$ cat src/rtl/cmov_pkg.sv
package cmov_pkg;

    localparam int OP_W = 4;

    typedef enum logic [OP_W-1:0] {
        OP_CEQ  = 4'd0,
        OP_CLE  = 4'd1,
        OP_CLT  = 4'd2,
        OP_CULE = 4'd3,
        OP_CULT = 4'd4,
        OP_MEQ  = 4'd8,
        OP_MNE  = 4'd9,
        OP_MLE  = 4'd10,
        OP_MLT  = 4'd11,
        OP_MGE  = 4'd12,
        OP_MGT  = 4'd13,
        OP_MLBS = 4'd14,
        OP_MLBC = 4'd15
    } op_e;

    typedef enum logic {
        ST_IDLE    = 1'b0,
        ST_PRESENT = 1'b1
    } st_e;

endpackage

$ cat src/rtl/cmov_operand_sel.sv
module cmov_operand_sel #(
    parameter int DATA_W = 64,
    parameter int LIT_W  = 8
) (
    input  logic              use_lit,
    input  logic [DATA_W-1:0] b,
    input  logic [LIT_W-1:0]  lit,
    output logic [DATA_W-1:0] b_eff
);
    localparam int PAD_W = DATA_W - LIT_W;

    always_comb begin
        if (use_lit) b_eff = {{PAD_W{1'b0}}, lit};
        else         b_eff = b;
    end
endmodule

$ cat src/rtl/cmov_cmp_eval.sv
module cmov_cmp_eval
    import cmov_pkg::*;
#(
    parameter int DATA_W = 64
) (
    input  logic [OP_W-1:0]   op,
    input  logic [DATA_W-1:0] a,
    input  logic [DATA_W-1:0] b,
    output logic              is_cmp,
    output logic              hit
);
    always_comb begin
        is_cmp = 1'b1;
        hit    = 1'b0;
        case (op)
            OP_CEQ:  hit = (a == b);
            OP_CLE:  hit = ($signed(a) <= $signed(b));
            OP_CLT:  hit = ($signed(a) <  $signed(b));
            OP_CULE: hit = (a <= b);
            OP_CULT: hit = (a <  b);
            default: is_cmp = 1'b0;
        endcase
    end
endmodule

$ cat src/rtl/cmov_cond_eval.sv
module cmov_cond_eval
    import cmov_pkg::*;
#(
    parameter int DATA_W = 64
) (
    input  logic [OP_W-1:0]   op,
    input  logic [DATA_W-1:0] a,
    output logic              is_mov,
    output logic              take
);
    logic zero, neg;

    always_comb begin
        zero   = (a == '0);
        neg    = a[DATA_W-1];
        is_mov = 1'b1;
        take   = 1'b0;
        case (op)
            OP_MEQ:  take = zero;
            OP_MNE:  take = !zero;
            OP_MLE:  take = neg || zero;
            OP_MLT:  take = neg;
            OP_MGE:  take = !neg;
            OP_MGT:  take = !neg && !zero;
            OP_MLBS: take = a[0];
            OP_MLBC: take = !a[0];
            default: is_mov = 1'b0;
        endcase
    end
endmodule

$ cat src/rtl/cmov_unit.sv
module cmov_unit
    import cmov_pkg::*;
#(
    parameter int DATA_W = 64,
    parameter int LIT_W  = 8
) (
    input  logic              clk,
    input  logic              rst_n,
    input  logic              in_valid,
    input  logic [3:0]        op,
    input  logic              use_lit,
    input  logic [DATA_W-1:0] a,
    input  logic [DATA_W-1:0] b,
    input  logic [LIT_W-1:0]  lit,
    input  logic [DATA_W-1:0] dest_old,
    output logic              out_valid,
    output logic              write_en,
    output logic [DATA_W-1:0] result
);
    localparam int FLAG_PAD = DATA_W - 1;

    logic [DATA_W-1:0] b_eff;
    logic              is_cmp, hit, is_mov, take;
    logic              we_c;
    logic [DATA_W-1:0] res_c;
    st_e               state, state_nx;
    logic              we_q;
    logic [DATA_W-1:0] res_q;

    cmov_operand_sel #(.DATA_W(DATA_W), .LIT_W(LIT_W)) u_sel (
        .use_lit (use_lit),
        .b       (b),
        .lit     (lit),
        .b_eff   (b_eff)
    );

    cmov_cmp_eval #(.DATA_W(DATA_W)) u_cmp (
        .op      (op),
        .a       (a),
        .b       (b_eff),
        .is_cmp  (is_cmp),
        .hit     (hit)
    );

    cmov_cond_eval #(.DATA_W(DATA_W)) u_cond (
        .op      (op),
        .a       (a),
        .is_mov  (is_mov),
        .take    (take)
    );

    always_comb begin
        we_c = is_cmp || (is_mov && take);
        if (is_cmp)    res_c = {{FLAG_PAD{1'b0}}, hit};
        else if (we_c) res_c = b_eff;
        else           res_c = dest_old;
    end

    always_comb begin
        state_nx = state;
        unique case (state)
            ST_IDLE:    state_nx = in_valid ? ST_PRESENT : ST_IDLE;
            ST_PRESENT: state_nx = in_valid ? ST_PRESENT : ST_IDLE;
        endcase
    end

    always_ff @(posedge clk) begin
        if (!rst_n) state <= ST_IDLE;
        else        state <= state_nx;
    end

    always_ff @(posedge clk) begin
        if (!rst_n) begin
            we_q  <= 1'b0;
            res_q <= '0;
        end else if (in_valid) begin
            we_q  <= we_c;
            res_q <= res_c;
        end else begin
            we_q  <= 1'b0;
        end
    end

    assign out_valid = (state == ST_PRESENT);
    assign write_en  = we_q;
    assign result    = res_q;
endmodule

$ cat config.mk
export PLATFORM = sky130hd
export DESIGN_NAME = cmov_unit
export DESIGN_NICKNAME = d
export VERILOG_FILES = /design/src/rtl/cmov_pkg.sv /design/src/rtl/cmov_operand_sel.sv /design/src/rtl/cmov_cmp_eval.sv /design/src/rtl/cmov_cond_eval.sv /design/src/rtl/cmov_unit.sv
export SDC_FILE = /design/constraint.sdc
export NUM_CORES = 1
export LEC_CHECK = 0
export BUFFER_PORTS_ARGS = -buffer_cell sky130_fd_sc_hd__clkbuf_2
export CELL_PAD_IN_SITES_DETAIL_PLACEMENT = 0
export CELL_PAD_IN_SITES_GLOBAL_PLACEMENT = 1
export CORE_UTILIZATION = 35
export DETAILED_ROUTE_END_ITERATION = 7
export GPL_TIMING_DRIVEN = 0
export HOLD_SLACK_MARGIN = 0.08
export PLACE_DENSITY = 0.94
export SLEW_MARGIN = 20
export SYNTH_ARGS = -nofsm -noshare
export SYNTH_HDL_FRONTEND = slang
export SYNTH_SLANG_ARGS = --single-unit
$ cat constraint.sdc
create_clock -name clk -period 8.15 [get_ports clk]
set_input_delay 0.815 -clock clk [delete_from_list [all_inputs] [get_ports clk]]
set_output_delay 0.815 -clock clk [all_outputs]
set_load 0.05 [all_outputs]
* Word-level counts from Yosys, hierarchy flattened
Index checks and enable logic that the tools add are counted.
Cells by class: order comparisons 4, muxes and demuxes 8, eq/ne operators 13, reductions and logical operators 12
Operators by type and width (number):
- $mux 64 | 3
- $le 64x64->1 | 2
- $lt 64x64->1 | 2
- $eq 64x64->1 | 1
- $logic_not 64->1 | 1
- $eq 4x4->1 const B | 8
- $eq 4x2->1 const B | 2
- $pmux 1 s8 | 1
- $reduce_or 8->1 | 1
- $pmux 1 s5 | 1
- $reduce_or 5->1 | 1
- $eq 4x1->1 const B | 1
- $eq 4x3->1 const B | 1
- $logic_not 4->1 | 1
- $logic_not 1->1 | 3
- $mux 1 | 3
- $logic_and 1x1->1 | 2
- $logic_or 1x1->1 | 2
- $reduce_and 2->1 | 1
Word-level totals: bits of input ports 208, output and inout bits 66, word-level logic and storage cells 40, bits in registers 66

* Longest topological paths before layout
Gate-level depths: netlist of the first run.
word-level depth 8, depth in mapped cells 11, depth with buffers taken out 9

* Modules after synthesis
From an unflattened synthesis of the first run, not the netlist that was laid out.
Unflattened totals: cells, all modules 640, area total of the unflattened synthesis 5270.1 um^2
Modules (own cells, without submodules):
- cmov_unit | cells each 286, instances 1, seq. area each 1321.3 um^2, area an instance 2768.9 um^2
- cmov_cmp_eval | cells each 248, instances 1, seq. area each 0.0 um^2, area an instance 1731.7 um^2
- cmov_operand_sel | cells each 71, instances 1, seq. area each 0.0 um^2, area an instance 511.7 um^2
- cmov_cond_eval | cells each 35, instances 1, seq. area each 0.0 um^2, area an instance 257.7 um^2

* Least setup slack after synthesis of the first run
No wires, ideal clock.
path type input to register, start input use_lit, end register res_q[0], in the netlist result[0], arrival time 3.453 ns, stages on the path 11, buffers on the path 2, data required time 8.059 ns, library setup time 0.091 ns, path slack 4.606 ns, path through clkbuf_1 -> buf_1 -> mux2i_1 -> ha_1 -> a41oi_1 -> o21ai_1 -> a221o_1 -> a211o_1 -> a2111o_1 -> mux2i_1 -> a311oi_1
Between the ends: cells in the longest elaborated chain, start to end 4, elaborated cells between the ends (all ways) 9, classes of those cells 4 x order compare; 1 x eq/ne; 4 x mux
Ends and longest elaborated chain:
- from (decl) | RTL line cmov_unit.sv:11 | input logic use_lit,
- $mux 64 * | RTL line cmov_operand_sel.sv:13 | if (use_lit) b_eff = {{PAD_W{1'b0}}, lit};
- $lt 64x64->1, or another cell as far along | RTL line cmov_cmp_eval.sv:20 | OP_CULT: hit = (a < b);
- $pmux 1 s5 | RTL line cmov_cmp_eval.sv:15 | case (op)
- $mux 64 * | RTL line cmov_unit.sv:54 | if (is_cmp) res_c = {{FLAG_PAD{1'b0}}, hit};
- to (signal assigned) | RTL line cmov_unit.sv:78 | res_q <= res_c;
- to (decl) | RTL line cmov_unit.sv:28 | logic [DATA_W-1:0] res_q;
Mark *: on every way between the ends. The rest lies on a longest branch, timed or not. A chain may end at the register's enable or synchronous reset.

* Final worst setup path of the first run
Ends and elaborated chain as after synthesis.

==> results of run 1 <==
## cell usage after synthesis (2+ instances only)
master     number  area share [%]
mux2i_1        71              14
dfxtp_1        66              26
inv_1          66             4.8
ha_1           64              16
a32o_1         61              12
nand2b_1       56             6.8
a21oi_1        27             2.6
clkbuf_1       27             2.0
nand2_1        24             1.8
nor4_1         19             2.3
nand4_1        17             2.1
o21ai_0         9            0.88
nand3_1         6            0.59
nor3_1          6            0.59
buf_2           5            0.49
o21a_1          5            0.73
a21o_1          4            0.59
a221oi_1        4            0.68
nor2_1          4            0.29
buf_1           3            0.22
a2bb2oi_1       2            0.34
a311oi_1        2            0.34
a31oi_1         2            0.24
and2_1          2            0.24
and4_1          2            0.34
inv_2           2            0.15
nor2b_1         2            0.24
o21ai_1         2            0.20
o31ai_1         2            0.29
xnor2_1         2            0.34
## worst max path at each step
stage / to / slack, ps
2_1_floorplan: result[0] / 4610
3_3_place_gp: result[0] / 3630
3_5_place_dp: result[0] / 3580
4_1_cts: result[0] / 3920
5_1_grt: result[0] / 3710
6_report: result[0] / 3940
## through the flow
stage	power, mW	hold WS, ps	utilization (%)	cells	setup slack [ps]
final	1.08	454	49.5	1044	3940
after global routing	1.13	477	49.5	1044	3710
after CTS	1.09	460	49.5	1044	3920
after detailed placement	0.701	445	47.5	1028	3580
after global placement	0.695	440	47.5	1028	3630
after floorplan	0.577	676	-	578	4610
## layout by cell type, fill, tap and decap left out, drive strengths merged, types with 5 or more instances in the layout
| master | synthesis | final |
|---|---|---|
| nand2b | 56 | 56 |
| nand3 | 6 | 6 |
| a32o | 61 | 61 |
| inv | 68 | 68 |
| ha | 64 | 64 |
| clkbuf | 27 | 306 |
| dfxtp | 66 | 66 |
| nand2 | 24 | 24 |
| mux2i | 71 | 71 |
| buf | 10 | 10 |
| nor3 | 6 | 6 |
| nor4 | 19 | 19 |
| o21ai | 11 | 11 |
| nand4 | 17 | 17 |
| clkinv | 0 | 6 |
| a21oi | 27 | 27 |
| o21a | 5 | 5 |
## cells by family (layout without fill, tap and decap cells)
group | count (synthesis) | count (layout) | share of synthesized area [%]
AO/OA/AOI/OAI | 128 | 128 | 20.3
XOR/XNOR | 2 | 2 | 0.342
adder cells (fa/ha/maj) | 64 | 64 | 15.6
buffers and inverters | 105 | 391 | 8.04
flip-flops | 66 | 66 | 25.8
multiplexers | 72 | 72 | 14.1
AND/OR/NAND/NOR | 141 | 141 | 15.7
## critical path: stages
cell      delay (ps)
clkbuf_1         450
buf_1            670
mux2i_1          480
ha_1             330
a41oi_1          170
o21ai_1          120
a221o_1          390
a211o_1          270
a2111o_1         390
mux2i_1          140
a311oi_1         220
## registers in the layout, indices dropped and copies added (netlist names)
register,cells
out_valid,1
result,64
write_en,1
## area by class of cell
| class | instances | area share [%] |
|---|---|---|
| Multi-Input combinational cell | 407 | 48.5 |
| Inverter | 68 | 3.66 |
| Sequential cell | 66 | 18.9 |
| Clock inverter | 7 | 0.861 |
| Clock buffer | 9 | 3.23 |
| Tap cell | 180 | 3.23 |
| Buffer | 37 | 2.24 |
| Timing Repair Buffer | 270 | 19.4 |
## routing by layer
| metal | track usage [%] | wire, µm | part of all wire (%) | up-vias |
|---|---|---|---|---|
| met5 | 0 | 0 | 0 | - |
| met4 | 11.4 | 588 | 3.2 | 0 |
| met3 | 4.29 | 993 | 5.4 | 32 |
| met2 | 41.3 | 8910 | 48 | 204 |
| met1 | 29.9 | 7910 | 43 | 2601 |
| li1 | - | - | - | 2739 |
## where the power goes
part | internal, mW | total [mW] | switching (mW)
Combinational | 0.134 | 0.343 | 0.209
Sequential | 0.342 | 0.352 | 0.00983
Clock | 0.233 | 0.384 | 0.150
Total | 0.709 | 1.08 | 0.369
==> impl_metrics.csv, run 1 <==
group,metric,value,unit
route,vias,5576,
timing,fin_crit_sh,51.7,%
clock_network,cts_hold_buf,0,
worst_hold_path,min_to,"result[2]",
route,avgRoutedWirePerCell,17.6,µm
setup_path,ff2ff_path_depth,2,
clock_network,clk_pin_slew,60,ps
clock_network,htree_num_levels,3,
setup_path,critical_path.startpoint,"use_lit",
logic_synthesis,avgSynthCellArea,8.85,µm²
floorplan,std_cell_rows,43,
pwr,ir_drop,105,µV
route,detail_route.iter0.violations,280,
floorplan,core_region_area,14100,µm²
status,status,"finished, final reports clean",
route,drc,0,
layout,n_antenna_cell,0,
clock_network,cts_tree,"built",
clock_network,cts_setup_buffers,0,
setup_path,rrSetupSlack,7420,ps
logic_synthesis,synth_nets,850,
worst_hold_path,hold_path_class,"reg2reg",
layout,fin_area,6980,µm²
setup_path,crit_fanout,10,
logic_synthesis,syn_area,5120,µm²
route,vias_per_cell,5.34,
floorplan,floorplan.initialDensity,36.3,%
logic_synthesis,synth_cell_types,44,
route,drt_first_pass_iters,4,
layout,drive_gt1_share,34.4,%
worst_hold_path,min_path_cells,2,
floorplan,die-area,15100,µm²
setup_path,worst_setup_path_end_kind,"register",
timing,hold_viol_final,0,
setup_path,crit_type,"in2reg",
timing,grt_setup_unrepaired,"false",
logic_synthesis,synth_edf_count,0,
clock_network,insertion_delay,330,ps
global_routing,grt_pass1_vias,5394,
pwr,power.density,155,nW/µm²
logic_synthesis,yosysWarnings,0,
place,place.gp.congestion,0.844,
setup_path,rr_endpoint,"result[0]",
timing,worst_pin_slew,795,ps
floorplan,die_h,123,µm
layout,nFillCells,1438,
setup_path,required,8390,ps
timing,final_max_slew_viol_count,0,
logic_synthesis,ys_ff_latch,66,
clock_network,cts.sinks,66,
timing,final.setup_skew,0,ps
layout,area_delta_synth_final,36.4,%
setup_path,startpoint_type,"input port",
setup_path,worstPathArrival,4460,ps
logic_synthesis,synthArstFlopShare,0,%
global_routing,grt-ovfl-total,0,
timing,fmax,237,MHz
clock_network,post_cts_resized,0,
timing,setup_violations,0,
place,io_buffer_count,270,
logic_synthesis,synthFlopType,"dfxtp_1",
route,ant_nets,0,
route,wirelength,18400,µm
timing,final.setup.tns,0,ps
global_routing,grt_pass1_wl,27500,µm
place,placedInstanceArea,6690,µm²
flow_run,maxCapViolCount,0,
global_routing,grt_max_degree,12,
layout,seqCellArea,1320,µm²
timing,relSlewSlack,47.0,%
global_routing,antenna_found_initial,0,
layout,multi_input_area,3380,µm²
floorplan,die_width,123,µm
clock_network,cts_max_path_buffers,2,
floorplan,ios,274,
logic_synthesis,synth_seq_area_share,25.8,%
logic_synthesis,syn_inst,578,
clock_network,cts-root-buf,"clkbuf_16",
timing,period_minus_slack,4210,ps
place,dp_hpwl,15400,µm
pwr,leakagePower,3.52,nW
clock_network,cts_buffers,9,
layout,nets,1131,
setup_path,timing.rr.start,"result[0]",
global_routing,track_usage,24.4,%
worst_hold_path,min_from,"result[2]",
(Power assumes the default switching activity.)
==> inputs of run 2 (changes only) <==
Settings changed: CORE_UTILIZATION 35 to 29, PLACE_DENSITY 0.94 to 0.84.
Clock period 8.15 ns to 3.6 ns, I/O delays scaled along.
==> impl_metrics.csv, run 2 (synthesis gave the netlist of run 1 again) <==
group,metric,value,unit
place,io_buffer_count,270,
timing,hold_viol_final,0,
clock_network,cts.sinks,66,
floorplan,std_cell_rows,48,
layout,area_delta_synth_final,38.3,%
timing,period_minus_slack,3310,ps
clock_network,cts-root-buf,"clkbuf_16",
route,vias,5443,
clock_network,insertion_delay,330,ps
floorplan,die_h,135,µm
worst_hold_path,hold_path_class,"in2reg",
clock_network,cts_tree,"built",
timing,worst_pin_slew,719,ps
route,vias_per_cell,5.00,
pwr,leakagePower,3.53,nW
layout,fin_area,7080,µm²
setup_path,crit_fanout,10,
pwr,p_total,2.49,mW
layout,largest_register_ff_count,64,
route,ant_nets,0,
setup_path,worst_setup_path_end_kind,"register",
setup_path,required,3820,ps
route,wirelength,19000,µm
layout,n_antenna_cell,0,
route,avgRoutedWirePerCell,17.5,µm
clock_network,cts_max_path_buffers,2,
floorplan,die_width,135,µm
setup_path,worstPathArrival,3530,ps
clock_network,cts_buffers,9,
timing,final_max_slew_viol_count,0,
timing,grt_setup_unrepaired,"false",
global_routing,grt_pass1_wl,28600,µm
status,status,"finished, final reports clean",
layout,nets,1131,
flow_run,maxCapViolCount,0,
clock_network,cts_hold_buf,0,
timing,final.setup_skew,0,ps
floorplan,ios,274,
route,drt_first_pass_iters,4,
floorplan,floorplan.initialDensity,29.7,%
place,dp_hpwl,15900,µm
place,place.gp.congestion,0.836,
worst_hold_path,min_path_cells,3,
layout,final_common_cell,"clkbuf_2",
global_routing,track_usage,20.9,%
setup_path,startpoint_type,"input port",
timing,fmax,302,MHz
timing,fin_crit_sh,92.0,%
floorplan,die-area,18200,µm²
pwr,power.density,351,nW/µm²
global_routing,grt_pass1_vias,5347,
pwr,ir_drop,209,µV
place,placedInstanceArea,6750,µm²
layout,fin_cells,1089,
layout,nFillCells,1806,
clock_network,htree_num_levels,3,
floorplan,core_region_area,17200,µm²
setup_path,crit_type,"in2reg",
global_routing,antenna_found_initial,0,
global_routing,grt_max_degree,12,
place,dp_cells,1073,
layout,drive_gt1_share,34.8,%
route,detail_route.iter0.violations,187,
route,drc,0,
timing,relSlewSlack,51.6,%
timing,setup_violations,0,
global_routing,grt-ovfl-total,0,
clock_network,clk_pin_slew,50,ps
layout,final_cell_mix,"271 x clkbuf_2, 71 x mux2i_1, 66 x inv_1, 66 x dfxtp_1, 64 x ha_1",
setup_path,ff2ff_path_depth,2,
==> run 2: repair_timing <==
item | CTS | global route
endpoints found under the hold margin | 0 | 0
endpoints found under the setup margin | 21 | 20
resized for setup | 4 | 1
pin swaps | 0 | 0
buffers inserted | 0 | 0
==> run 2: path summary, 6_finish.rpt <==
check / from / end / slack (ps)
worst max-delay path: a[32] / result[59] / 290
worst max register to register: result[0] / result[0] / 2860
worst min register to register: result[2] / result[2] / 460
worst min-delay path: rst_n / result[0] / 290
==> run 2: metal layers <==
layer	GRT usage, %	routed length, µm
met2	36.4	9280
met4	6.87	344
met1	26.2	8470
met3	3.23	926
met5	0	0
==> run 2: worst max-delay path: stages <==
cell and delay (ps):
clkbuf_2 100, nor4_1 610, nand4_1 160, or4_1 600, mux2i_1 160, a311oi_2 460
buf_4 320, buf_2 350, mux2i_1 140, a32o_1 260
==> run 2: final cells by class <==
class / count / area, µm² / area share [%]
Multi-Input combinational cell: 407 / 3400 / 48.0
Timing Repair Buffer: 270 / 1350 / 19.1
Sequential cell: 66 / 1320 / 18.7
Tap cell: 225 / 282 / 3.98
Inverter: 68 / 255 / 3.61
Clock buffer: 11 / 253 / 3.57
Buffer: 37 / 165 / 2.33
Clock inverter: 5 / 52.6 / 0.743
==> run 2: power breakdown <==
group	switching, mW	leakage (nW)	internal (mW)
logic	0.475	2.84	0.303
registers	0.0229	0.540	0.774
clock network	0.340	0.151	0.570
==> run 2: per-stage QoR <==
step / setup TNS [ps] / hold WS (ps) / worst slack [ps] / utilization (%)
floorplan: 0 / 468 / 511 / -
global route: 0 / 282 / 49.0 / 41.1
detailed placement: -12360 / 451 / -605 / 39.2
finish: 0 / 289 / 289 / 41.1
global placement: -9790 / 439 / -612 / 39.2
CTS: 0 / 271 / 31.2 / 41.0
==> inputs of run 3 (changes only) <==
--- a/config.mk
+++ b/config.mk
@@ -15,2 +15,3 @@
 export PLACE_DENSITY = 0.84
+export REMOVE_ABC_BUFFERS = 1
 export SLEW_MARGIN = 20
==> constraint.sdc (replaced) <==
create_clock -name clk -period 3.6 [get_ports clk]
set_input_delay 0.18 -clock clk [delete_from_list [all_inputs] [get_ports clk]]
set_output_delay 0.18 -clock clk [all_outputs]
set_load 0.05 [all_outputs]
==> impl_metrics.csv, run 3 (synthesis gave the netlist of run 1 again) <==
group,metric,value,unit
pwr,power.density,365,nW/µm²
flow_run,maxCapViolCount,0,
worst_hold_path,min_from,"rst_n",
setup_path,worst_setup_path_end_kind,"register",
clock_network,cts_hold_buf,0,
timing,setup_violations,0,
global_routing,grt_max_degree,65,
floorplan,die_width,135,µm
setup_path,critical_path.startpoint,"a[28]",
clock_network,clk_pin_slew,60,ps
setup_path,timing.rr.start,"result[0]",
setup_path,crit_fanout,10,
layout,n_antenna_cell,0,
timing,final_max_slew_viol_count,0,
layout,drive_gt1_share,36.5,%
route,drt_first_pass_iters,4,
global_routing,grt_pass1_vias,5246,
timing,fmax,298,MHz
floorplan,floorplan.initialDensity,29.7,%
clock_network,post_cts_resized,0,
worst_hold_path,hold_path_class,"in2reg",
layout,area_delta_synth_final,39.7,%
route,drc,0,
setup_path,required,3840,ps
global_routing,grt_pass1_wl,27400,µm
clock_network,htree_num_levels,3,
floorplan,die-area,18200,µm²
timing,worst_pin_slew,951,ps
clock_network,cts_max_path_buffers,2,
timing,final.setup_skew,0,ps
place,place.gp.congestion,0.768,
setup_path,ff2ff_path_depth,2,
layout,largest_register_ff_count,64,
place,dp_cells,1049,
route,avgRoutedWirePerCell,16.6,µm
pwr,leakagePower,3.56,nW
setup_path,startpoint_type,"input port",
status,status,"finished, final reports clean",
timing,relSlewSlack,36.0,%
timing,hold_viol_final,0,
clock_network,cts.sinks,66,
global_routing,track_usage,19.6,%
timing,fin_crit_sh,93.1,%
clock_network,cts_setup_buffers,0,
setup_path,cpPeakStageDelay,640,ps
setup_path,crit_type,"in2reg",
route,vias,5333,
route,wirelength,17700,µm
floorplan,core_region_area,17200,µm²
layout,fin_cells,1065,
setup_path,critPathSlowestCell,"or4_1",
layout,nets,1107,
timing,period_minus_slack,3350,ps
layout,final_common_cell,"clkbuf_2",
layout,nFillCells,1772,
setup_path,worstPathCellList,"clkbuf_2 > nor4_1 > nand4_1 > or4_1 > mux2i_1 > a311oi_4 > buf_8 > buf_6 > buf_6 > buf_6 > mux2i_1 > a32o_1",
floorplan,ios,274,
route,detail_route.iter0.violations,181,
route,vias_per_cell,5.01,
global_routing,antenna_found_initial,0,
setup_path,worstPathArrival,3590,ps
clock_network,cts_tree,"built",
clock_network,cts-root-buf,"clkbuf_16",
place,dp_hpwl,14200,µm
floorplan,std_cell_rows,48,
layout,final_cell_mix,"272 x clkbuf_2, 71 x mux2i_1, 66 x inv_1, 66 x dfxtp_1, 64 x ha_1",
place,dp_slack,-187,ps
route,ant_nets,0,
timing,grt_setup_unrepaired,"false",
timing,setup_slack,248,ps
worst_hold_path,min_path_cells,3,
clock_network,insertion_delay,340,ps
setup_path,path_common_cell,"buf_6",
global_routing,grt-ovfl-total,0,
clock_network,cts_buffers,9,
floorplan,die_h,135,µm
place,io_buffer_count,273,
pwr,ir_drop,208,µV
==> run 3: power breakdown <==
group / leakage [nW] / internal, mW / total [mW] / switching, mW
sequential: 0.540 / 0.774 / 0.795 / 0.0215
clock: 0.158 / 0.675 / 1.03 / 0.357
combinational: 2.86 / 0.315 / 0.779 / 0.464
==> run 3: layout make-up <==
| type | instances | area (µm²) | area share [%] |
|---|---|---|---|
| multi-input cells | 407 | 3420 | 47.8 |
| repair buffers | 283 | 1530 | 21.4 |
| flip-flops and latches | 66 | 1320 | 18.5 |
| well taps | 225 | 282 | 3.94 |
| inverters | 68 | 255 | 3.57 |
| clock inverters | 7 | 118 | 1.65 |
| clock buffers | 9 | 225 | 3.15 |
==> run 3: final timing paths <==
path,slack [ps],endpoint
max,250,result[43]
min,100,result[0]
max reg2reg,2890,result[0]
min reg2reg,450,result[5]
==> run 3: layer usage <==
layer | up-vias | global-route usage (%) | share of wire, %
met5 | - | 0 | 0
met4 | 0 | 5.18 | 1.3
met3 | 15 | 5.44 | 6.5
met2 | 195 | 33.1 | 48
met1 | 2447 | 24.4 | 44
li1 | 2676 | - | -
==> run 3: through the flow <==
step	util, %	setup TNS (ps)	hold WS, ps	instance area [µm²]	total power, mW
final	41.5	0	105	7150	2.61
after global routing	41.5	0	105	7150	2.74
after CTS	41.5	0	95.9	7150	2.64
after detailed placement	39.5	-1880	445	6800	1.59
after global placement	38.3	-636720	440	6610	1.62
after floorplan	-	-364880	288	4960	1.32
==> run 3: critical path, delay by kind of cell <==
| family | cells | cell delay [ps] |
|---|---|---|
| AOI/OAI and AO/OA | 2 | 890 |
| buffers and inverters | 5 | 890 |
| muxes | 2 | 290 |
| and+or+nand+nor | 3 | 1320 |
